[src/rtl/seg_addr_pkg.sv]
// Package: shared sizes and the segment select encoding for the
// physical address generator.
// Assumes: exactly four segments, so the select is two bits wide.
package seg_addr_pkg;

    localparam int SEG_W      = 16;
    localparam int OFF_W      = 16;
    localparam int BASE_SHIFT = 4;
    localparam int PA_W       = SEG_W + BASE_SHIFT;
    localparam int NUM_SEG    = 4;
    localparam int SEL_W      = $clog2(NUM_SEG);

    typedef enum logic [SEL_W-1:0] {
        SEG_EXTRA = 2'd0,
        SEG_CODE  = 2'd1,
        SEG_STACK = 2'd2,
        SEG_DATA  = 2'd3
    } seg_sel_e;

endpackage

[src/rtl/seg_regfile.sv]
// Module: seg_regfile
// Holds NUM_SEG segment base registers with one write port and one
// combinational read port.
// Assumes: a read in the same cycle as a write returns the old value,
// because the register updates only at the clock edge.
module seg_regfile #(
    parameter int SEG_W   = 16,
    parameter int NUM_SEG = 4,
    parameter int SEL_W   = $clog2(NUM_SEG)
) (
    input  logic             clk,
    input  logic             rst_n,
    input  logic             wr_en,
    input  logic [SEL_W-1:0] wr_sel,
    input  logic [SEG_W-1:0] wr_data,
    input  logic [SEL_W-1:0] rd_sel,
    output logic [SEG_W-1:0] rd_data
);

    logic [NUM_SEG-1:0][SEG_W-1:0] seg_q;

    genvar g;
    generate
        for (g = 0; g < NUM_SEG; g++) begin : g_seg
            // Purpose: clear on reset, load when this entry is addressed.
            always_ff @(posedge clk) begin
                if (!rst_n) begin
                    seg_q[g] <= '0;
                end else if (wr_en && (wr_sel == SEL_W'(g))) begin
                    seg_q[g] <= wr_data;
                end
            end
        end
    endgenerate

    // Purpose: select the requested entry for the adder.
    always_comb begin
        rd_data = seg_q[rd_sel];
    end

endmodule

[src/rtl/seg_base_adder.sv]
// Module: seg_base_adder
// Shifts a segment value left by SHIFT bits and adds a zero-extended
// offset. The sum is truncated to the address width, so it wraps.
// Assumes: OFF_W does not exceed SEG_W + SHIFT.
module seg_base_adder #(
    parameter int SEG_W = 16,
    parameter int OFF_W = 16,
    parameter int SHIFT = 4,
    parameter int PA_W  = SEG_W + SHIFT
) (
    input  logic [SEG_W-1:0] seg_val,
    input  logic [OFF_W-1:0] offset,
    output logic [PA_W-1:0]  phys
);

    logic [PA_W-1:0] base_w;
    logic [PA_W-1:0] off_ext;

    // Purpose: form the aligned base, extend the offset, and add modulo 2^PA_W.
    always_comb begin
        base_w  = {seg_val, {SHIFT{1'b0}}};
        off_ext = PA_W'(offset);
        phys    = base_w + off_ext;
    end

endmodule

[src/rtl/seg_addr_outreg.sv]
// Module: seg_addr_outreg
// Registers the computed address and its valid flag. The address is
// held while no new result arrives.
// Assumes: in_addr is meaningful only while in_valid is high.
module seg_addr_outreg #(
    parameter int PA_W = 20
) (
    input  logic            clk,
    input  logic            rst_n,
    input  logic            in_valid,
    input  logic [PA_W-1:0] in_addr,
    output logic            out_valid,
    output logic [PA_W-1:0] out_addr
);

    // Purpose: mark a result present exactly one cycle after a request.
    always_ff @(posedge clk) begin
        if (!rst_n) begin
            out_valid <= 1'b0;
        end else begin
            out_valid <= in_valid;
        end
    end

    // Purpose: capture the address on a request and hold it otherwise.
    always_ff @(posedge clk) begin
        if (!rst_n) begin
            out_addr <= '0;
        end else if (in_valid) begin
            out_addr <= in_addr;
        end
    end

endmodule

[src/rtl/seg_phys_addr_gen.sv]
// Module: seg_phys_addr_gen (top)
// Segment register file, base shift-and-add, and registered output.
// The result appears one cycle after the request.
// Assumes: a write and a request in one cycle see the old register value.
module seg_phys_addr_gen
    import seg_addr_pkg::*;
#(
    parameter int SEG_W   = seg_addr_pkg::SEG_W,
    parameter int OFF_W   = seg_addr_pkg::OFF_W,
    parameter int SHIFT   = seg_addr_pkg::BASE_SHIFT,
    parameter int NUM_SEG = seg_addr_pkg::NUM_SEG
) (
    input  logic                       clk,
    input  logic                       rst_n,
    input  logic                       wr_en,
    input  logic [$clog2(NUM_SEG)-1:0] wr_sel,
    input  logic [SEG_W-1:0]           wr_data,
    input  logic                       req_valid,
    input  logic [$clog2(NUM_SEG)-1:0] req_sel,
    input  logic [OFF_W-1:0]           req_offset,
    output logic                       addr_valid,
    output logic [SEG_W+SHIFT-1:0]     addr_out
);

    localparam int SEL_W = $clog2(NUM_SEG);
    localparam int AW    = SEG_W + SHIFT;

    logic [SEG_W-1:0] seg_rd;
    logic [AW-1:0]    phys_c;

    seg_regfile #(
        .SEG_W   (SEG_W),
        .NUM_SEG (NUM_SEG),
        .SEL_W   (SEL_W)
    ) u_regs (
        .clk     (clk),
        .rst_n   (rst_n),
        .wr_en   (wr_en),
        .wr_sel  (wr_sel),
        .wr_data (wr_data),
        .rd_sel  (req_sel),
        .rd_data (seg_rd)
    );

    seg_base_adder #(
        .SEG_W (SEG_W),
        .OFF_W (OFF_W),
        .SHIFT (SHIFT),
        .PA_W  (AW)
    ) u_add (
        .seg_val (seg_rd),
        .offset  (req_offset),
        .phys    (phys_c)
    );

    seg_addr_outreg #(
        .PA_W (AW)
    ) u_out (
        .clk       (clk),
        .rst_n     (rst_n),
        .in_valid  (req_valid),
        .in_addr   (phys_c),
        .out_valid (addr_valid),
        .out_addr  (addr_out)
    );

endmodule

[config.mk]
export PLATFORM = sky130hd
export DESIGN_NAME = seg_phys_addr_gen
export DESIGN_NICKNAME = d
export VERILOG_FILES = /design/src/rtl/seg_addr_pkg.sv /design/src/rtl/seg_regfile.sv /design/src/rtl/seg_base_adder.sv /design/src/rtl/seg_addr_outreg.sv /design/src/rtl/seg_phys_addr_gen.sv
export SDC_FILE = /design/constraint.sdc
export NUM_CORES = 1
export LEC_CHECK = 0
export BUFFER_PORTS_ARGS = -buffer_cell sky130_fd_sc_hd__buf_2
export CAP_MARGIN = 25
export CELL_PAD_IN_SITES_DETAIL_PLACEMENT = 0
export CELL_PAD_IN_SITES_GLOBAL_PLACEMENT = 1
export CORE_MARGIN = 8
export CORE_UTILIZATION = 43
export DETAILED_ROUTE_END_ITERATION = 8
export HOLD_SLACK_MARGIN = 0.15
export PLACE_DENSITY_LB_ADDON = 0.1
export SLEW_MARGIN = 40
export SYNTH_ARGS = -nofsm -noshare
export SYNTH_HDL_FRONTEND = slang
export SYNTH_SLANG_ARGS = --single-unit
[constraint.sdc]
create_clock -name clk -period 3.98 [get_ports clk]
set_input_delay 0.398 -clock clk [delete_from_list [all_inputs] [get_ports clk]]
set_output_delay 0.398 -clock clk [all_outputs]
set_load 0.01 [all_outputs]
======== Word level (Yosys, flattened, before mapping) ========
Index checks and enable logic that the tools add are counted.
word-level totals
  bits in registers ....................... 85
  logic and storage cells ................. 18
  output and inout bits ................... 21
operators by class
  reductions and logical operators ........ 5
  mux-type cells .......................... 2
  order comparisons ....................... 1
  equality and inequality tests ........... 3
  $add $sub $neg .......................... 1
operators by type and width
  cell                                                                   count
  16-bit binary-select mux with 2-bit select                             1
  20-bit by 16-bit adder with 20-bit output                              1
  16-bit 2-to-1 mux                                                      1
  2-bit == test (second input constant)                                  2
  1-bit logical AND                                                      4
  2-bit by 3-bit < comparator with 1-bit output (second input constant)  1
  2-bit by 1-bit == test with 1-bit output (second input constant)       1
  2-bit zero test                                                        1

======== Longest topological paths before layout ========
  word-level depth ........................ 3
  depth in mapped cells ................... 11
  gate-level depth less buffers ........... 10

======== Cells and area by module ========
A second synthesis with hierarchy kept.
second synthesis, totals
  cells, all modules ...................... 423
  area total of the unflattened synthesis .. 4,455.5 µm²
modules (own cells, without submodules)
  module           sequential area each (µm²)  cells an instance  times used  area each (µm²)
  seg_regfile      1,281.2                     248                1           2,824.0
  seg_base_adder   0.0                         108                1           820.8
  seg_addr_outreg  420.4                       67                 1           810.8

======== Worst setup path before layout ========
Ideal clock, no wire load.
  kind .................................... input -> register
  start point ............................. input req_sel[0]
  end point ............................... register u_out.out_addr[19]
  data arrival time ....................... 2.864 ns
  stages on the path ...................... 10
  path buffers ............................ 2
  required time ........................... 3.848 ns
  setup time .............................. 0.132 ns
  setup slack ............................. 0.984 ns
  path through ............................ buf_4 buf_2 mux4_2 ha_1 a21oi_2 nor2b_1 a311o_2 a41o_1 o211ai_2 o221ai_2
on the way
  longest elaborated chain between the ends .. 3
RTL lines
  item                                        line                     text
  start, declared                             seg_phys_addr_gen.sv:19  input logic [$clog2(NUM_SEG)-1:0] req_sel,
  16-bit binary-select mux with 2-bit select  seg_regfile.sv:38        rd_data = seg_q[rd_sel];
  16-bit 2-to-1 mux (not written as such)     seg_regfile.sv:38
  20-bit by 16-bit adder with 20-bit output   seg_base_adder.sv:23     phys = base_w + off_ext;
  end signal, assigned                        seg_addr_outreg.sv:30    out_addr <= in_addr;
  end, declared                               seg_addr_outreg.sv:13    output logic [PA_W-1:0] out_addr
Every way passes these cells. The select of a mux whose other input is x is not followed.
A chain may end at the register's enable or synchronous reset.

======== Worst setup path after layout ========
  start point ............................. input req_sel[0]
  end point ............................... register u_out.out_addr[18]
Same word-level chain as after synthesis.

==> metrics.txt <==
status complete, no violations; final setup vio count 0; fin crit period 2.696 ns; synthesis-to-finish area growth 13.32%; largest family of logic cells by synthesized area simple AND/OR/NAND/NOR gates; first-pass GRT wire length 16,530 um; dominant cells by area after synthesis dfxtp_1 42%, nand2_1 13%, a21oi_1 9.4%, mux4_2 9.0%, ha_1 3.7%; CP Data Required Time 4.20 ns; Sink Count 85; largest net degree at the start of global routing 68; Cell Chain, Critical Path buf_2 > mux4_2 > ha_1 > inv_1 > fa_1 > nor2b_1 > o31a_1 > o31ai_1 > a21oi_1 > xnor2_1 > a21oi_1; asr flop ratio synth 0; worst path bufs/invs 2; commonest cells in the synthesized netlist 142 x nand2_1, 85 x dfxtp_1, 75 x a21oi_1; Reg-to-Reg End u_out.out_addr[18]; final WL 9863 um; power per cell area 391.5 nW/um^2; placed inst area 4338 um^2; Worst R2R Path Depth 10; Compound-Gate Fraction of Synth Area 0.1682; grt total ovfl 0; post-synthesis xor/xnor area fraction 0.01310; data arrival time of the critical path 2.92 ns; drt via density 5.239; Max FO, Critical Path 12; Hold WS 0.2750 ns; MaxCap Viol Count 0; met2 GRT Util 0.2522; worst clock skew 0.01078 ns; DIE HEIGHT 112.6 um; GRT busiest layer met2; fin area 4544 um^2; Ant. Diodes 0; clk buf depth 2; mux share of post-synthesis cell area 0.1098; Post-CTS Setup Bufs 0; DIE AREA 12,670 um^2; io pins 61; Post-Synth Adder-Cell Area 0.04243; class of the worst hold path primary input to register; number of flops mapped to enable cells by yosys 0; DRC 0; VDD IR-drop max 178.6 uV; hold bufs inserted after CTS 0; Min-Delay Endpoint u_out.out_addr[0]; port bufs 60; final antenna-violating net count 0; final hold vios 0; count leader, synth nand2_1; startpoint type of the worst setup path primary input; DRT iter0 DRCs 148; top cell type by total area after synthesis dfxtp_1; non-filler cells, final 624; period utilization 0.6774; GR Util met1 0.2163; TritonCTS clock tree done; RSZ-0062 raised after global routing false; Max H-tree Level 3; cells after synthesis 463; maximum clock frequency 370.9 MHz; relative slew slack 0.4953; Worst path max stage delay 0.56 ns; DP HPWL 6952 um; worst-margin pin slew 0.7547 ns; Seq/Total Area, Yosys 0.4243; core area 9153 um^2; register-to-register setup slack 1.47 ns; # rows 35; Worst path slowest cell mux4_2; Lkg Pwr 1.804 nW; Pre-antenna DRT Iters 4; critical path's most frequent cell a21oi_1; Mapped Area 4010 um^2; WHS Path Cells 3; RePlAce Congestion 0.7801; Synth Area in Simple Gates 0.2003; Synth top area share 0.4243; Distinct cells, synth 57; Net Count, Synth 516; initial antenna violation count 0; Avg WL per Cell 15.81 um; RR Startpoint u_regs.seg_q[32]; setup TNS 0 ns; fin nets 561; delay-heaviest family, CP compound AO/OA/AOI/OAI gates; element type at the critical path end register; Seq cells post-synth 85; Clk Latency, worst-skew pair 0.35 ns; starting density of the core 0.4381; critical path class primary input to register; met3 global-route usage 0.03382; die width 112.6 um; placed insts 608; CTS Buf Count 9; cts repair resizes 0; vias in the first global route 3,197; Hold Crit Start req_offset[0]; mean post-synth cell area 8.661 um^2; CTS Root Cell clkbuf_8; share of layout cells above drive strength 1 0.2105; clk slew on worst S/H paths 0.10 ns; Final Max Tran Viols 0; via count 3,269; ys flop type dfxtp_1; synth warn 0; GRT Overall Usage 0.1618; total chip power 1.779 mW
==> worst max-delay path by stage <==
stage                     slack, ns        from  depth (start not counted)                 end
after global routing           1.15  req_sel[0]                         11  u_out.out_addr[18]
after global placement         0.92  req_sel[0]                         11  u_out.out_addr[18]
after detailed placement       0.87  req_sel[0]                         11  u_out.out_addr[18]
after floorplan                0.98  req_sel[0]                         10  u_out.out_addr[19]
final                          1.28  req_sel[0]                         11  u_out.out_addr[18]
after CTS                      1.25  req_sel[0]                         11  u_out.out_addr[18]
==> worst reg2reg max path: cells and delay by family, from the launching register on <==
family	cells	cell delay, ns
multiplexers	1	0.46
buffers and inverters	1	0.07
AO/OA/AOI/OAI	4	0.90
adder cells (fa/ha/maj)	2	0.37
XOR/XNOR	1	0.18
flip-flops	1	0.34
AND/OR/NAND/NOR	1	0.07
==> flip-flops by register name (all words and copies together) (netlist names) <==
signal           cells
u_regs.seg_q        64
u_out.out_addr      20
u_out.out_valid      1
==> cell type report <==
type,instances,area [um^2]
Clock buffer,10,137.6
Clock inverter,6,68.82
Fill cell,918,4608
Inverter,7,26.28
Multi-Input combinational cell,341,2141
Sequential cell,85,1702
Tap cell,111,138.9
Timing Repair Buffer,64,330.3
==> stage by stage <==
stage	setup slack, ns	utilization
final	1.284	0.4965
after global routing	1.145	0.4965
after CTS	1.251	0.4965
after detailed placement	0.8702	0.4740
after global placement	0.9234	0.4740
after floorplan	0.9843	-
==> kinds of logic after synthesis <==
| family | after synthesis |
|---|---|
| compound gates | 110 |
| xor+xnor | 6 |
| fa+ha+maj | 13 |
| buf+inv | 37 |
| flops | 85 |
| mux | 24 |
| simple gates | 188 |
==> layout by cell type (no fill, tap or decap), types with 3 or more instances in the layout <==
master      n
ha_1       12
mux2i_1     8
inv_6       3
nor3_1      5
nand3_1     9
nor2_1      7
clkbuf_8   10
dfxtp_1    85
a21oi_1    75
o21a_1      6
mux4_2     16
o21ai_0     6
buf_4       4
nand2b_1    3
inv_1       6
nor2b_1    10
nand2_1   142
xnor2_1     5
buf_2      60
==> metal layers <==
metal	vias to the layer above	part of all wire
met5	-	0
met4	0	0.0095
met3	9	0.041
met2	55	0.45
met1	1514	0.50
li1	1691	-
==> report_power, final <==
group	internal (mW)	switching, mW
clock network	0.313	0.335
logic	0.0944	0.134
registers	0.886	0.0167
Power figures use the tool's default switching activity.
